--- config.mk ---
export PLATFORM = sky130hd
export DESIGN_NAME = plcp_stuff_seq
export DESIGN_NICKNAME = d
export VERILOG_FILES = /design/src/rtl/plcp_stuff_seq.sv
export SDC_FILE = /design/constraint.sdc
export NUM_CORES = 1
export LEC_CHECK = 0
export BUFFER_PORTS_ARGS = -buffer_cell sky130_fd_sc_hd__clkbuf_2
export CAP_MARGIN = 40
export CORE_MARGIN = 2
export CORE_UTILIZATION = 27
export CTS_CLUSTER_SIZE = 8
export DETAILED_ROUTE_END_ITERATION = 8
export HOLD_SLACK_MARGIN = 0.06
export REMOVE_ABC_BUFFERS = 1
export SETUP_SLACK_MARGIN = 0.05
export SLEW_MARGIN = 40
export SYNTH_ARGS = -nofsm -noshare
export SYNTH_HDL_FRONTEND = slang
export SYNTH_SLANG_ARGS = --single-unit
export TNS_END_PERCENT = 30
--- constraint.sdc ---
create_clock -name clk -period 1.9 [get_ports clk]
set_input_delay 0.38 -clock clk [delete_from_list [all_inputs] [get_ports clk]]
set_output_delay 0.38 -clock clk [all_outputs]
set_load 0.01 [all_outputs]
--- src/rtl/plcp_stuff_seq.sv ---
module plcp_stuff_seq #(
  parameter int ROWS      = 12,
  parameter int ROW_BYTES = 57,
  parameter int TRAIL_MIN = 13
) (
  input  logic       clk,
  input  logic       rst,
  input  logic       nib_en,
  input  logic       stuff_in,
  input  logic       clear_mode,
  output logic [1:0] phase,
  output logic [3:0] row,
  output logic [6:0] nib_pos,
  output logic       trailer_active,
  output logic [3:0] trail_data,
  output logic [7:0] c1_value,
  output logic       frame_pulse
);
  localparam int ROW_NIBS = 2 * ROW_BYTES;
  localparam int NW = 7;
  localparam int RW = 4;

  logic [1:0]    phase_q;
  logic [RW-1:0] row_q;
  logic [NW-1:0] col_q;
  logic          stuff_q;
  logic          extra;
  logic [NW-1:0] trail_len;
  logic          in_trailer, row_end, last_nib;

  assign in_trailer = (row_q == RW'(ROWS));
  assign extra      = (phase_q == 2'd1) || (phase_q == 2'd2 && stuff_q);
  assign trail_len  = NW'(TRAIL_MIN) + NW'(extra);
  assign row_end    = (col_q == NW'(ROW_NIBS - 1));
  assign last_nib   = in_trailer && (col_q == trail_len - NW'(1));

  always_ff @(posedge clk) begin
    if (rst) begin
      phase_q <= 2'd0;
      row_q   <= '0;
      col_q   <= '0;
      stuff_q <= 1'b0;
    end else if (nib_en) begin
      if (last_nib) begin
        row_q   <= '0;
        col_q   <= '0;
        phase_q <= (phase_q == 2'd2) ? 2'd0 : phase_q + 2'd1;
        if (phase_q == 2'd1) stuff_q <= stuff_in & ~clear_mode;
      end else if (!in_trailer && row_end) begin
        col_q <= '0;
        row_q <= row_q + RW'(1);
      end else begin
        col_q <= col_q + NW'(1);
      end
    end
  end

  always_comb begin
    case (phase_q)
      2'd0:    c1_value = 8'hFF;
      2'd1:    c1_value = 8'h00;
      default: c1_value = stuff_q ? 8'h99 : 8'h66;
    endcase
  end

  assign phase          = phase_q;
  assign row            = row_q;
  assign nib_pos        = col_q;
  assign trailer_active = in_trailer;
  assign trail_data     = in_trailer ? 4'b1100 : 4'b0000;
  assign frame_pulse    = nib_en & last_nib;
endmodule

==> impl_metrics.tcl, run 1 <==
set metrics [dict create \
    ys_warn_count 0 \
    ys_seq_area_share_pct 29.9 \
    min_period_over_period_pct 97.0 \
    die_w_um 62.9 \
    status "completed" \
    power_mw 0.577 \
    via_count 987 \
    synthCells 116 \
    place_inst 185 \
    netlist_top_cells_area "dfxtp_1 30%, buf_4 8.8%, a21oi_1 5.9%" \
    r2r_setup_slack_ns 0.12 \
    syn_area_um2 937 \
    viasPerCell 5.04 \
    cts_tree "yes" \
    cp_max_fo 5 \
    max_freq_mhz 543 \
    nets 160 \
    wl_met2_um 1110 \
    antenna_found_initial 0 \
    synth_cell_types 38 \
    finalSetupTns_ns 0 \
    die_area_um2 3960 \
    synth_flop_cell "dfxtp_1" \
    synthMostInstantiatedCell "dfxtp_1" \
    grt_pass1_vias 942 \
    place_congestion 0.757 \
    path_clk_slew_ns 0.09 \
    reg2reg_to "stuff_q" \
    synth_top_area_share_pct 29.9 \
    clock_latency_ns 0.28 \
    synth_common_cells "14 x dfxtp_1, 11 x a21oi_1, 11 x buf_4" \
    setup.worst_path.start "phase[0]" \
    grt-ovfl-total 0 \
    worstSetupPathType "reg -> out" \
    antennaDiodeCount 0 \
    grt_start_max_net_pins 15 \
    endpoint "frame_pulse" \
    peakVddDrop_uv 275 \
    rsz0062_at_grt "yes" \
    syn_to_final_growth_pct 31.8 \
    drive_above_1_share_pct 41.3 \
    cts_sinks 14 \
    wirelength_um 2380 \
    p_per_area_nw_per_um2 467 \
    ys_seq_elements 14 \
    wl_met3_um 170 \
    yosysTopAreaCell "dfxtp_1" \
    r2r-start "row[1]" \
    ios 32 \
    placement.io_buffers 29 \
    htree_levels 1 \
    synthArstFlopShare_pct 0 \
    met1_length_um 1060 \
    grt_util_all_layers_pct 13.2 \
    start_util_pct 28.1 \
    p_leak_nw 0.520 \
    r2r_cells 8 \
    dp_hpwl_um 1710 \
    setup_viol 0 \
    ant_nets 0 \
    maxCapViolations 0 \
    cts_buffers 3 \
    ctsHoldBuffers 0 \
    cp-end-kind "primary output" \
    cp_data_required_time_ns 1.52 \
    hold_viol_final 0 \
    dr.pass1.iters 4 \
    die_y_um 62.9 \
    fin_skew_ns 0.000740 \
    remaining_drc_errors 0 \
    hold_ws_ns 0.360 \
    synth_edf_count 0 \
    core_area_um2 3340 \
    num_rows 21 \
    highest_layer "met4" \
    arrival_ns 1.46 \
    critPathLaunchType "flop" \
    period_needed_ns 1.84 \
    cts_root_buffer "clkbuf_4" \
    synth_area_per_cell_um2 8.08 \
    utilization_pct 37.0 \
    cts_buffer_depth 2 \
    worstHoldPathType "in -> reg" \
    grt_first_pass_wirelength_um 4280 \
    drv_slew 0 \
    drtIter0Drc 25 \
    final_cells 196 \
    wl_per_cell_um 12.1 \
]
## kinds of logic after synthesis
family / Yosys count / synth area share, %
simple gates: 51 / 32.6
compound gates: 24 / 16.2
buf+inv: 19 / 12.7
flops: 14 / 29.9
fa+ha+maj: 4 / 5.34
xor+xnor: 2 / 1.87
other cells: 1 / 0.400
mux: 1 / 1.07
## cells in the final DEF (no fill, tap or decap), types with 2 or more instances in the layout
master / synthesis / routed
a211oi_1: 3 / 3
a21oi_1: 11 / 11
a31oi_1: 2 / 2
and3_1: 3 / 3
buf_4: 11 / 14
clkbuf_2: 0 / 29
clkbuf_4: 0 / 3
conb_1: 1 / 2
dfxtp_1: 14 / 9
dfxtp_2: 0 / 5
ha_1: 4 / 3
inv_1: 5 / 5
nand2_1: 6 / 6
nand2b_1: 4 / 4
nand3_1: 7 / 6
nand4_1: 7 / 7
nand4b_1: 3 / 3
nor2_1: 7 / 7
nor3_1: 3 / 2
nor3_2: 1 / 2
o211ai_1: 2 / 2
xor2_1: 2 / 2
## power by group
| group | internal (mW) | switching (mW) |
|---|---|---|
| Clock | 0.117 | 0.106 |
| Sequential | 0.297 | 0.00516 |
| Combinational | 0.0216 | 0.0307 |
| Total | 0.435 | 0.142 |
## state kept, by name (all words and copies together), names as in the netlist
name	cells
nib_pos	7
row	4
phase	2
stuff_q	1
## layer usage
layer,GRT usage [%],vias to the layer above
met5,0,-
met4,3.06,0
met3,4.68,6
met2,21.8,39
met1,16.2,463
li1,-,479
## final cells by class
cell class | count | area, um^2
Clock buffer | 4 | 36.3
Fill cell | 356 | 2100
Inverter | 5 | 18.8
Multi-Input combinational cell | 84 | 586
Sequential cell | 14 | 287
Tap cell | 46 | 57.6
Timing Repair Buffer | 43 | 250
## critical path, cell delays in order (launching register included)
cell	delay [ns]
dfxtp_1	0.40
and3b_1	0.22
o21a_1	0.21
o21ai_1	0.16
nor2_1	0.06
clkbuf_2	0.13
## through the flow
stage	area, um^2	setup slack [ns]
final	1230	0.0579
after detailed placement	1100	0.0607
after floorplan	841	0.187
after global placement	1100	0.108
after global routing	1230	-0.0828
after CTS	1230	0.0577
## worst min-delay path by stage
| stage | endpoint | cells after the start | slack (ns) | startpoint |
|---|---|---|---|---|
| after CTS | stuff_q | 3 | 0.36 | clear_mode |
| after global placement | stuff_q | 2 | 0.49 | stuff_q |
| final | stuff_q | 3 | 0.36 | clear_mode |
| after floorplan | stuff_q | 1 | 0.44 | rst |
| after detailed placement | stuff_q | 2 | 0.51 | stuff_q |
| after global routing | stuff_q | 3 | 0.38 | clear_mode |
## timing repair
| action | 4_1_cts | 5_1_grt |
|---|---|---|
| pin swaps | 1 | 1 |
| buffers inserted | 7 | 0 |
| endpoints found under the setup margin | 1 | 6 |
| resized for setup | 14 | 1 |
Note: power is estimated with default switching activity, not from simulation.
==> run 2: changes to the inputs <==
CORE_UTILIZATION = 35   (was 27)
==> impl_metrics.tcl, run 2 (same netlist as run 1, synthesis figures left out) <==
set metrics [dict create \
    maxCapViolations 0 \
    p_per_area_nw_per_um2 449 \
    critPathLaunchType "flop" \
    swShare_pct 25.5 \
    arrival_ns 1.45 \
    most-common-layout-cells "28 x clkbuf_2, 11 x a21oi_1, 9 x buf_4" \
    seqPwrFrac_pct 57.7 \
    cts_buffers 3 \
    antenna_found_initial 0 \
    worstHoldPathType "in -> reg" \
    viasPerCell 5.49 \
    postPlaceCellArea_um2 1080 \
    setup_viol 0 \
    dp_slack_ns 0.143 \
    cp_data_required_time_ns 1.52 \
    nets 155 \
    cts_sinks 14 \
    hold_ws_ns 0.361 \
    wirelength_um 2320 \
    largest_reg_flops 7 \
    ctsHoldBuffers 0 \
    die_w_um 55.7 \
    multi_input_area_um2 579 \
    placement.io_buffers 29 \
    path_clk_slew_ns 0.08 \
    cts_tree "yes" \
    power_mw 0.522 \
    rsz0062_at_grt "yes" \
    seq_area_um2 293 \
    grt-ovfl-total 0 \
    ios 32 \
    core_area_um2 2500 \
    combPwrFrac_pct 9.7 \
    drv_slew 0 \
    die_y_um 55.7 \
    grt_util_all_layers_pct 15.6 \
    layout_commonest_cell "clkbuf_2" \
    place_congestion 0.809 \
    grt_first_pass_wirelength_um 3910 \
    min_period_over_period_pct 96.2 \
    start_util_pct 37.5 \
    finalSetupTns_ns 0 \
    antennaDiodeCount 0 \
    grt_pass1_vias 879 \
    ant_nets 0 \
    peakVddDrop_uv 386 \
    status "completed" \
    wl_per_cell_um 13.3 \
    max_freq_mhz 547 \
    p_leak_nw 0.488 \
    remaining_drc_errors 0 \
    netSwitchingPower_mw 0.133 \
    htree_levels 1 \
    clock_power_share_pct 32.6 \
    period_needed_ns 1.83 \
    drive_above_1_share_pct 38.9 \
    grt_start_max_net_pins 15 \
    hold_viol_final 0 \
    setup_slack_ns 0.0726 \
    fin_skew_ns 0.00238 \
    drtIter0Drc 28 \
    cts_buffer_depth 2 \
    die_area_um2 3110 \
    dr.pass1.iters 4 \
    clock_latency_ns 0.28 \
    syn_to_final_growth_pct 24.2 \
    fin_area_um2 1160 \
    cp-end-kind "primary output" \
    num_rows 18 \
    internal_power_mw 0.389 \
    worstSetupPathType "reg -> out" \
    fillCellCount 269 \
    cts_root_buffer "clkbuf_4" \
    via_count 955 \
    dp_hpwl_um 1650 \
    cp_max_fo 4 \
]
-- run 2: final cells by class --
cell class	instances	share of cell area [%]
tap	30	3.23
inverter	5	1.61
sequential	14	25.2
timing repair buffer	38	18.3
multi-input combinational	84	49.8
clock buffer	3	1.94
-- run 2: timing repair --
action                                  4_1_cts  5_1_grt
resized for setup                            12        5
pin swaps                                     1        0
setup buffers                                 2        0
hold endpoints to repair                      0        0
endpoints found under the setup margin        1        3
cloned                                        0        0
-- run 2: worst paths after layout --
kind	slack, ns	cells past startpoint	endpoint	start
worst max-delay path	0.07	7	frame_pulse	row[1]
worst min-delay path	0.36	3	stuff_q	clear_mode
worst max register to register	0.12	8	stuff_q	row[1]
worst min register to register	0.50	2	stuff_q	stuff_q
-- run 2: through the flow --
stage | util [%] | cells
2_1_floorplan | - | 103
3_5_place_dp | 43.0 | 169
5_1_grt | 46.5 | 174
6_report | 46.5 | 174
4_1_cts | 46.0 | 174
3_3_place_gp | 43.0 | 169
-- run 2: routing by layer --
| metal | track usage (%) | wire length [um] |
|---|---|---|
| met1 | 19.4 | 1030 |
| met2 | 26.2 | 1110 |
| met3 | 5.12 | 168 |
| met4 | 3.14 | 8 |
| met5 | 0 | 0 |
-- run 2: worst max-delay path: stages, from the launching register on --
cell and delay [ns]:
dfxtp_1 0.32, inv_1 0.06, ha_1 0.15, nand3_2 0.14
nor4_4 0.19, o21ai_1 0.10, nor2_1 0.09, buf_2 0.13
-- run 2: power groups by stage --
stage,combinational [mW],sequential (mW),clock (mW)
finish,0.0506,0.301,0.170
global route,0.0560,0.302,0.196
detailed placement,0.0496,0.310,0
CTS,0.0505,0.301,0.179
floorplan,0.0189,0.312,0
global placement,0.0488,0.310,0
